**config.mk**
```make
export PLATFORM = sky130hd
export DESIGN_NAME = bulk_guard_status
export DESIGN_NICKNAME = d
export VERILOG_FILES = /design/src/rtl/bgs_pkg.sv /design/src/rtl/bgs_arm_ctl.sv /design/src/rtl/bgs_stat_reg.sv /design/src/rtl/bgs_busy_pin.sv /design/src/rtl/bulk_guard_status.sv
export SDC_FILE = /design/constraint.sdc
export NUM_CORES = 1
export LEC_CHECK = 0
export ABC_CLOCK_PERIOD_IN_PS = 1050
export BUFFER_PORTS_ARGS = -buffer_cell sky130_fd_sc_hd__buf_2
export CAP_MARGIN = 0
export CORE_AREA = 2 2 40 42
export CTS_BUF_LIST = sky130_fd_sc_hd__clkbuf_16
export CTS_CLUSTER_SIZE = 28
export DETAILED_ROUTE_END_ITERATION = 12
export DIE_AREA = 0 0 42 44
export PLACE_DENSITY = 0.61
export SLEW_MARGIN = 40
export SYNTH_ARGS = -nofsm -noshare
export SYNTH_HDL_FRONTEND = slang
export SYNTH_HIERARCHICAL = 1
export SYNTH_SLANG_ARGS = --single-unit
export TNS_END_PERCENT = 5
```
**constraint.sdc**
```tcl
create_clock -name clk -period 1.05 [get_ports clk]
set_input_delay 0.105 -clock clk [delete_from_list [all_inputs] [get_ports clk]]
set_output_delay 0.105 -clock clk [all_outputs]
set_load 0.05 [all_outputs]
```
**src/rtl/bgs_pkg.sv**
```systemverilog
package bgs_pkg;
  localparam int STATUS_W   = 8;
  localparam int SIG_W      = 3;
  localparam int RSVD_W     = 2;
  localparam logic [SIG_W-1:0] SIG_PATTERN = 3'b101;

  typedef enum logic { ARM_IDLE = 1'b0, ARM_SET = 1'b1 } arm_e;

  typedef struct packed {
    logic [SIG_W-1:0]  sig;
    logic              perr;
    logic              ierr;
    logic              busy;
    logic [RSVD_W-1:0] rsvd;
  } status_t;
endpackage

```
**src/rtl/bgs_arm_ctl.sv**
```systemverilog
module bgs_arm_ctl
  import bgs_pkg::*;
(
  input  logic clk,
  input  logic rst_n,
  input  logic cmd_erase,
  input  logic cmd_write,
  input  logic cmd_clr,
  input  logic prog_busy,
  output logic go_erase,
  output logic go_write,
  output logic seq_err
);
  arm_e arm_q, arm_d;
  logic ge_d, gw_d;

  always_comb begin
    arm_d   = arm_q;
    ge_d    = 1'b0;
    gw_d    = 1'b0;
    seq_err = 1'b0;
    if (cmd_erase) begin
      if (prog_busy) begin
        seq_err = 1'b1;
        arm_d   = ARM_IDLE;
      end else if (arm_q == ARM_SET) begin
        ge_d  = 1'b1;
        arm_d = ARM_IDLE;
      end else begin
        arm_d = ARM_SET;
      end
    end else if (cmd_write) begin
      if (prog_busy) begin
        seq_err = 1'b1;
        arm_d   = ARM_IDLE;
      end else if (arm_q == ARM_SET) begin
        gw_d  = 1'b1;
        arm_d = ARM_IDLE;
      end else begin
        seq_err = 1'b1;
      end
    end else if (cmd_clr) begin
      arm_d = ARM_IDLE;
    end
  end

  always_ff @(posedge clk or negedge rst_n) begin
    if (!rst_n) begin
      arm_q    <= ARM_IDLE;
      go_erase <= 1'b0;
      go_write <= 1'b0;
    end else begin
      arm_q    <= arm_d;
      go_erase <= ge_d;
      go_write <= gw_d;
    end
  end

  AST_ERASE_GO: assert property (@(posedge clk) disable iff (!rst_n)
    go_erase |-> ($past(cmd_erase) && $past(arm_q) == ARM_SET));
  AST_WRITE_GO: assert property (@(posedge clk) disable iff (!rst_n)
    go_write |-> ($past(cmd_write) && $past(arm_q) == ARM_SET && !go_erase));
  AST_CLR_DISARM: assert property (@(posedge clk) disable iff (!rst_n)
    (cmd_clr && !cmd_erase && !cmd_write) |=> (arm_q == ARM_IDLE));
  AST_BUSY_NOGO: assert property (@(posedge clk) disable iff (!rst_n)
    (prog_busy && (cmd_erase || cmd_write)) |=> (!go_erase && !go_write));
endmodule

```
**src/rtl/bgs_stat_reg.sv**
```systemverilog
module bgs_stat_reg
  import bgs_pkg::*;
(
  input  logic                clk,
  input  logic                rst_n,
  input  logic                perr_set,
  input  logic                ierr_set,
  input  logic                rd_clr,
  input  logic                prog_busy,
  output logic [STATUS_W-1:0] status_word
);
  logic perr_q, ierr_q;
  status_t st;

  always_ff @(posedge clk or negedge rst_n) begin
    if (!rst_n) begin
      perr_q <= 1'b0;
      ierr_q <= 1'b0;
    end else begin
      perr_q <= perr_set | (perr_q & ~rd_clr);
      ierr_q <= ierr_set | (ierr_q & ~rd_clr);
    end
  end

  always_comb begin
    st.sig  = SIG_PATTERN;
    st.perr = perr_q;
    st.ierr = ierr_q;
    st.busy = prog_busy;
    st.rsvd = '0;
  end

  assign status_word = st;

  AST_ERR_STICKY: assert property (@(posedge clk) disable iff (!rst_n)
    (perr_q && !rd_clr) |=> perr_q);
  AST_ERR_CLEAR: assert property (@(posedge clk) disable iff (!rst_n)
    (rd_clr && !ierr_set) |=> !ierr_q);
  AST_ERR_SET_WINS: assert property (@(posedge clk) disable iff (!rst_n)
    ierr_set |=> ierr_q);
endmodule

```
**src/rtl/bgs_busy_pin.sv**
```systemverilog
module bgs_busy_pin (
  input  logic clk,
  input  logic rst_n,
  input  logic busy_en_cmd,
  input  logic cs_start,
  input  logic prog_busy,
  output logic dout,
  output logic dout_oe
);
  logic en_q, busy_q, hold_q;

  always_ff @(posedge clk or negedge rst_n) begin
    if (!rst_n) begin
      en_q   <= 1'b0;
      busy_q <= 1'b0;
      hold_q <= 1'b0;
    end else begin
      if (busy_en_cmd) en_q <= 1'b1;
      busy_q <= prog_busy;
      if (busy_q && !prog_busy && en_q) hold_q <= 1'b1;
      else if (cs_start || prog_busy)   hold_q <= 1'b0;
    end
  end

  assign dout_oe = en_q & (prog_busy | busy_q | hold_q);
  assign dout    = ~prog_busy;

  AST_OE_NEEDS_EN: assert property (@(posedge clk) disable iff (!rst_n)
    !en_q |-> !dout_oe);
  AST_BUSY_DRIVES_LOW: assert property (@(posedge clk) disable iff (!rst_n)
    (en_q && prog_busy) |-> (dout_oe && !dout));
  AST_READY_HELD: assert property (@(posedge clk) disable iff (!rst_n)
    (dout_oe && !prog_busy && !cs_start && !busy_en_cmd) |=> (prog_busy || (dout_oe && dout)));
endmodule

```
**src/rtl/bulk_guard_status.sv**
```systemverilog
module bulk_guard_status
  import bgs_pkg::*;
(
  input  logic                clk,
  input  logic                rst_n,
  input  logic                cs_start,
  input  logic                cmd_erase_all,
  input  logic                cmd_write_all,
  input  logic                cmd_busy_en,
  input  logic                cmd_other,
  input  logic                cmd_stat_rd,
  input  logic                parity_err_in,
  input  logic                instr_err_in,
  input  logic                prog_busy,
  output logic [STATUS_W-1:0] status_word,
  output logic                go_erase_all,
  output logic                go_write_all,
  output logic                dout,
  output logic                dout_oe
);
  logic cmd_clr, seq_err;

  assign cmd_clr = cmd_other | cmd_busy_en | cmd_stat_rd;

  bgs_arm_ctl u_arm (
    .clk       (clk),
    .rst_n     (rst_n),
    .cmd_erase (cmd_erase_all),
    .cmd_write (cmd_write_all),
    .cmd_clr   (cmd_clr),
    .prog_busy (prog_busy),
    .go_erase  (go_erase_all),
    .go_write  (go_write_all),
    .seq_err   (seq_err)
  );

  bgs_stat_reg u_stat (
    .clk         (clk),
    .rst_n       (rst_n),
    .perr_set    (parity_err_in),
    .ierr_set    (instr_err_in | seq_err),
    .rd_clr      (cmd_stat_rd),
    .prog_busy   (prog_busy),
    .status_word (status_word)
  );

  bgs_busy_pin u_pin (
    .clk         (clk),
    .rst_n       (rst_n),
    .busy_en_cmd (cmd_busy_en),
    .cs_start    (cs_start),
    .prog_busy   (prog_busy),
    .dout        (dout),
    .dout_oe     (dout_oe)
  );

  AST_ONE_CMD: assert property (@(posedge clk) disable iff (!rst_n)
    $onehot0({cmd_erase_all, cmd_write_all, cmd_busy_en, cmd_other, cmd_stat_rd}));
  AST_GO_EXCL: assert property (@(posedge clk) disable iff (!rst_n)
    !(go_erase_all && go_write_all));
endmodule

```
==> impl_metrics.tcl <==
set metrics [dict create \
    avgSynthCellArea_sq_um 10.98 \
    ir_drop_mv 1.169 \
    tns_ps -105.4 \
    dieArea_sq_mm 0.001848 \
    worstSetupEndpointType "output port" \
    critPathMaxStageDelay_ps 370 \
    finalPower_uw 1128 \
    route.antenna.remaining_nets 0 \
    wl_um 672 \
    required_ps 940 \
    initial_utilization 0.2787 \
    post_cts_buffers 0 \
    criticalPathCategory "flip-flop to output port" \
    drc_errors 0 \
    crit_family "flip-flops" \
    crit_arrival_ps 1050 \
    dp_slack_ps 12.06 \
    drive_gt1_frac 0.5000 \
    fmaxAchievable_mhz 865.5 \
    grt_usage 0.08267 \
    synth_top_area_cell "dfrtp_1" \
    cts_sinks 8 \
    clk_pin_slew_worst_paths_ps 40 \
    crit_fanout 2 \
    slowest_stage "dfrtp_1" \
    cp.depth 2 \
    drv_cap 0 \
    vias_per_cell 4.257 \
    clockBufferDepth 2 \
    worst_slack_ps -105.4 \
    yosys_register_bits 8 \
    h-tree-depth 1 \
    p_leak_uw 0.0002935 \
    place_inst 66 \
    crit_path_cell_trace "o31a_1 > buf_6" \
    p_per_area_mw_per_mm2 2012 \
    placementRows 14 \
    setup_viol 1 \
    hp-class "primary input to flip-flop" \
    hold_viol 0 \
    hold-path-cell-count 2 \
    place_congestion 0.6743 \
    synth_top_area_share 0.5063 \
    yosys_warnings 6 \
    first_pass_iters 1 \
    finClkSkew_ps 1.714 \
    layout_min_cycle_time_ps 1155 \
    syn-cell-area_sq_um 395.4 \
    fin_cells 70 \
    die_w_um 42 \
    post-route-period-util 1.100 \
    violations "setup timing" \
    antennaDiodeCount 0 \
    core-area_sq_mm 0.001419 \
    die_height_um 44 \
    grt_max_degree 9 \
    drt_iter0_drc 0 \
    cts_root_buffer "clkbuf_16" \
    grt_first_pass_wirelength_mm 1.104 \
    grt_pass1_vias 303 \
    cts_tree "yes" \
    worstSetupStartpointType "flip-flop" \
    ys_types 17 \
    overflow 0 \
    insertion_delay_ps 230 \
    yosys-top-cells-area "dfrtp_1 51%, buf_4 15%, a21o_1 5.7%" \
    maxSlewViolCount 0 \
    vias 298 \
    synth-seq-area-share 0.5063 \
    cts_made_buffers 3 \
    cp_num_buf_inv 1 \
    syn2layout_area_growth_pct 41.77 \
    final_nets 67 \
    antenna_found_initial 0 \
    status "finished with violations" \
    wl_per_cell_um 9.600 \
    syn_inst 36 \
    portBuffers 17 \
    io_pins 23 \
    rsz0062_at_grt "true" \
    reg2regPathDepth 4 \
]
-- cell usage after synthesis (all sizes together) --
master and n:
nor2 2, and3b 1, o22a 1, nand2 1
conb 2, a21oi 1, dfrtp 8, nor4b 1
buf 8, nand2b 1, o31a 1, or3 1
and4bb 1, a21o 3, or2 2, inv 2
-- cell type report --
class	count	area, sq um
well taps	16	20.02
repair buffers	20	116.4
fillers	140	858.3
flip-flops and latches	8	200.2
multi-input cells	21	141.4
inverters	2	7.507
clock buffers	3	75.07
-- final timing paths --
path | from | to | slack [ps]
worst min-delay path | parity_err_in | u_stat/perr_q | 60
worst max-delay path | u_pin/hold_q | dout_oe | -110
worst min register to register | u_stat/ierr_q | u_stat/ierr_q | 460
worst max register to register | u_arm/arm_q | u_stat/ierr_q | 10
min in group asynchronous | rst_n | u_stat/ierr_q | 250
max in group asynchronous | rst_n | u_arm/go_erase | 630
-- layer usage --
layer,up-vias,track usage,wire length (um)
met5,-,0,0
met4,0,0.05806,0
met3,0,0.02500,60
met2,14,0.1594,352
met1,142,0.07235,259
li1,142,-,-
-- flip-flops by register name, indices dropped and copies added, names as in the netlist --
| name | count |
|---|---|
| u_pin/en_q | 1 |
| u_stat/ierr_q | 1 |
| u_stat/perr_q | 1 |
| u_arm/go_erase | 1 |
| u_arm/go_write | 1 |
| u_arm/arm_q | 1 |
| u_pin/hold_q | 1 |
| u_pin/busy_q | 1 |
-- power breakdown --
part	total, uW	internal (uW)	switching [uW]
clock	630	490	140
sequential	329	323	5.63
combinational	169	51.4	118
-- cells by family (layout without fill, tap and decap cells) --
logic type / Yosys count / count (layout) / synth area share
AO/OA/AOI/OAI: 6 / 6 / 0.1171
flip-flops: 8 / 8 / 0.5063
buffers and inverters: 10 / 25 / 0.1709
AND/OR/NAND/NOR: 10 / 10 / 0.1867
other: 2 / 5 / 0.01899
-- cell usage in the layout (no fill, tap or decap), types with 2 or more instances in the layout --
cell type  count
clkbuf_16      3
inv_1          2
nor2_1         2
buf_2         16
conb_1         5
a21o_1         3
dfrtp_1        8
buf_4          2
-- timing repair --
item / CTS / global route
endpoints found under the setup margin: 1 / 2
gates resized for setup: 2 / 0
gates cloned: 0 / 0
hold endpoints to repair: 8 / 0
hold buffers: 1 / 0
-- metrics by stage --
| stage | instance area (sq um) | util | hold slack [ps] |
|---|---|---|---|
| 2_1_floorplan | 409.1 | - | -190.6 |
| 3_3_place_gp | 469.2 | 0.3307 | -42.39 |
| 3_5_place_dp | 469.2 | 0.3307 | -39.60 |
| 4_1_cts | 560.5 | 0.3951 | 55.28 |
| 5_1_grt | 560.5 | 0.3951 | 54.10 |
| 6_report | 560.5 | 0.3951 | 57.23 |
Power figures use the tool's default switching activity.
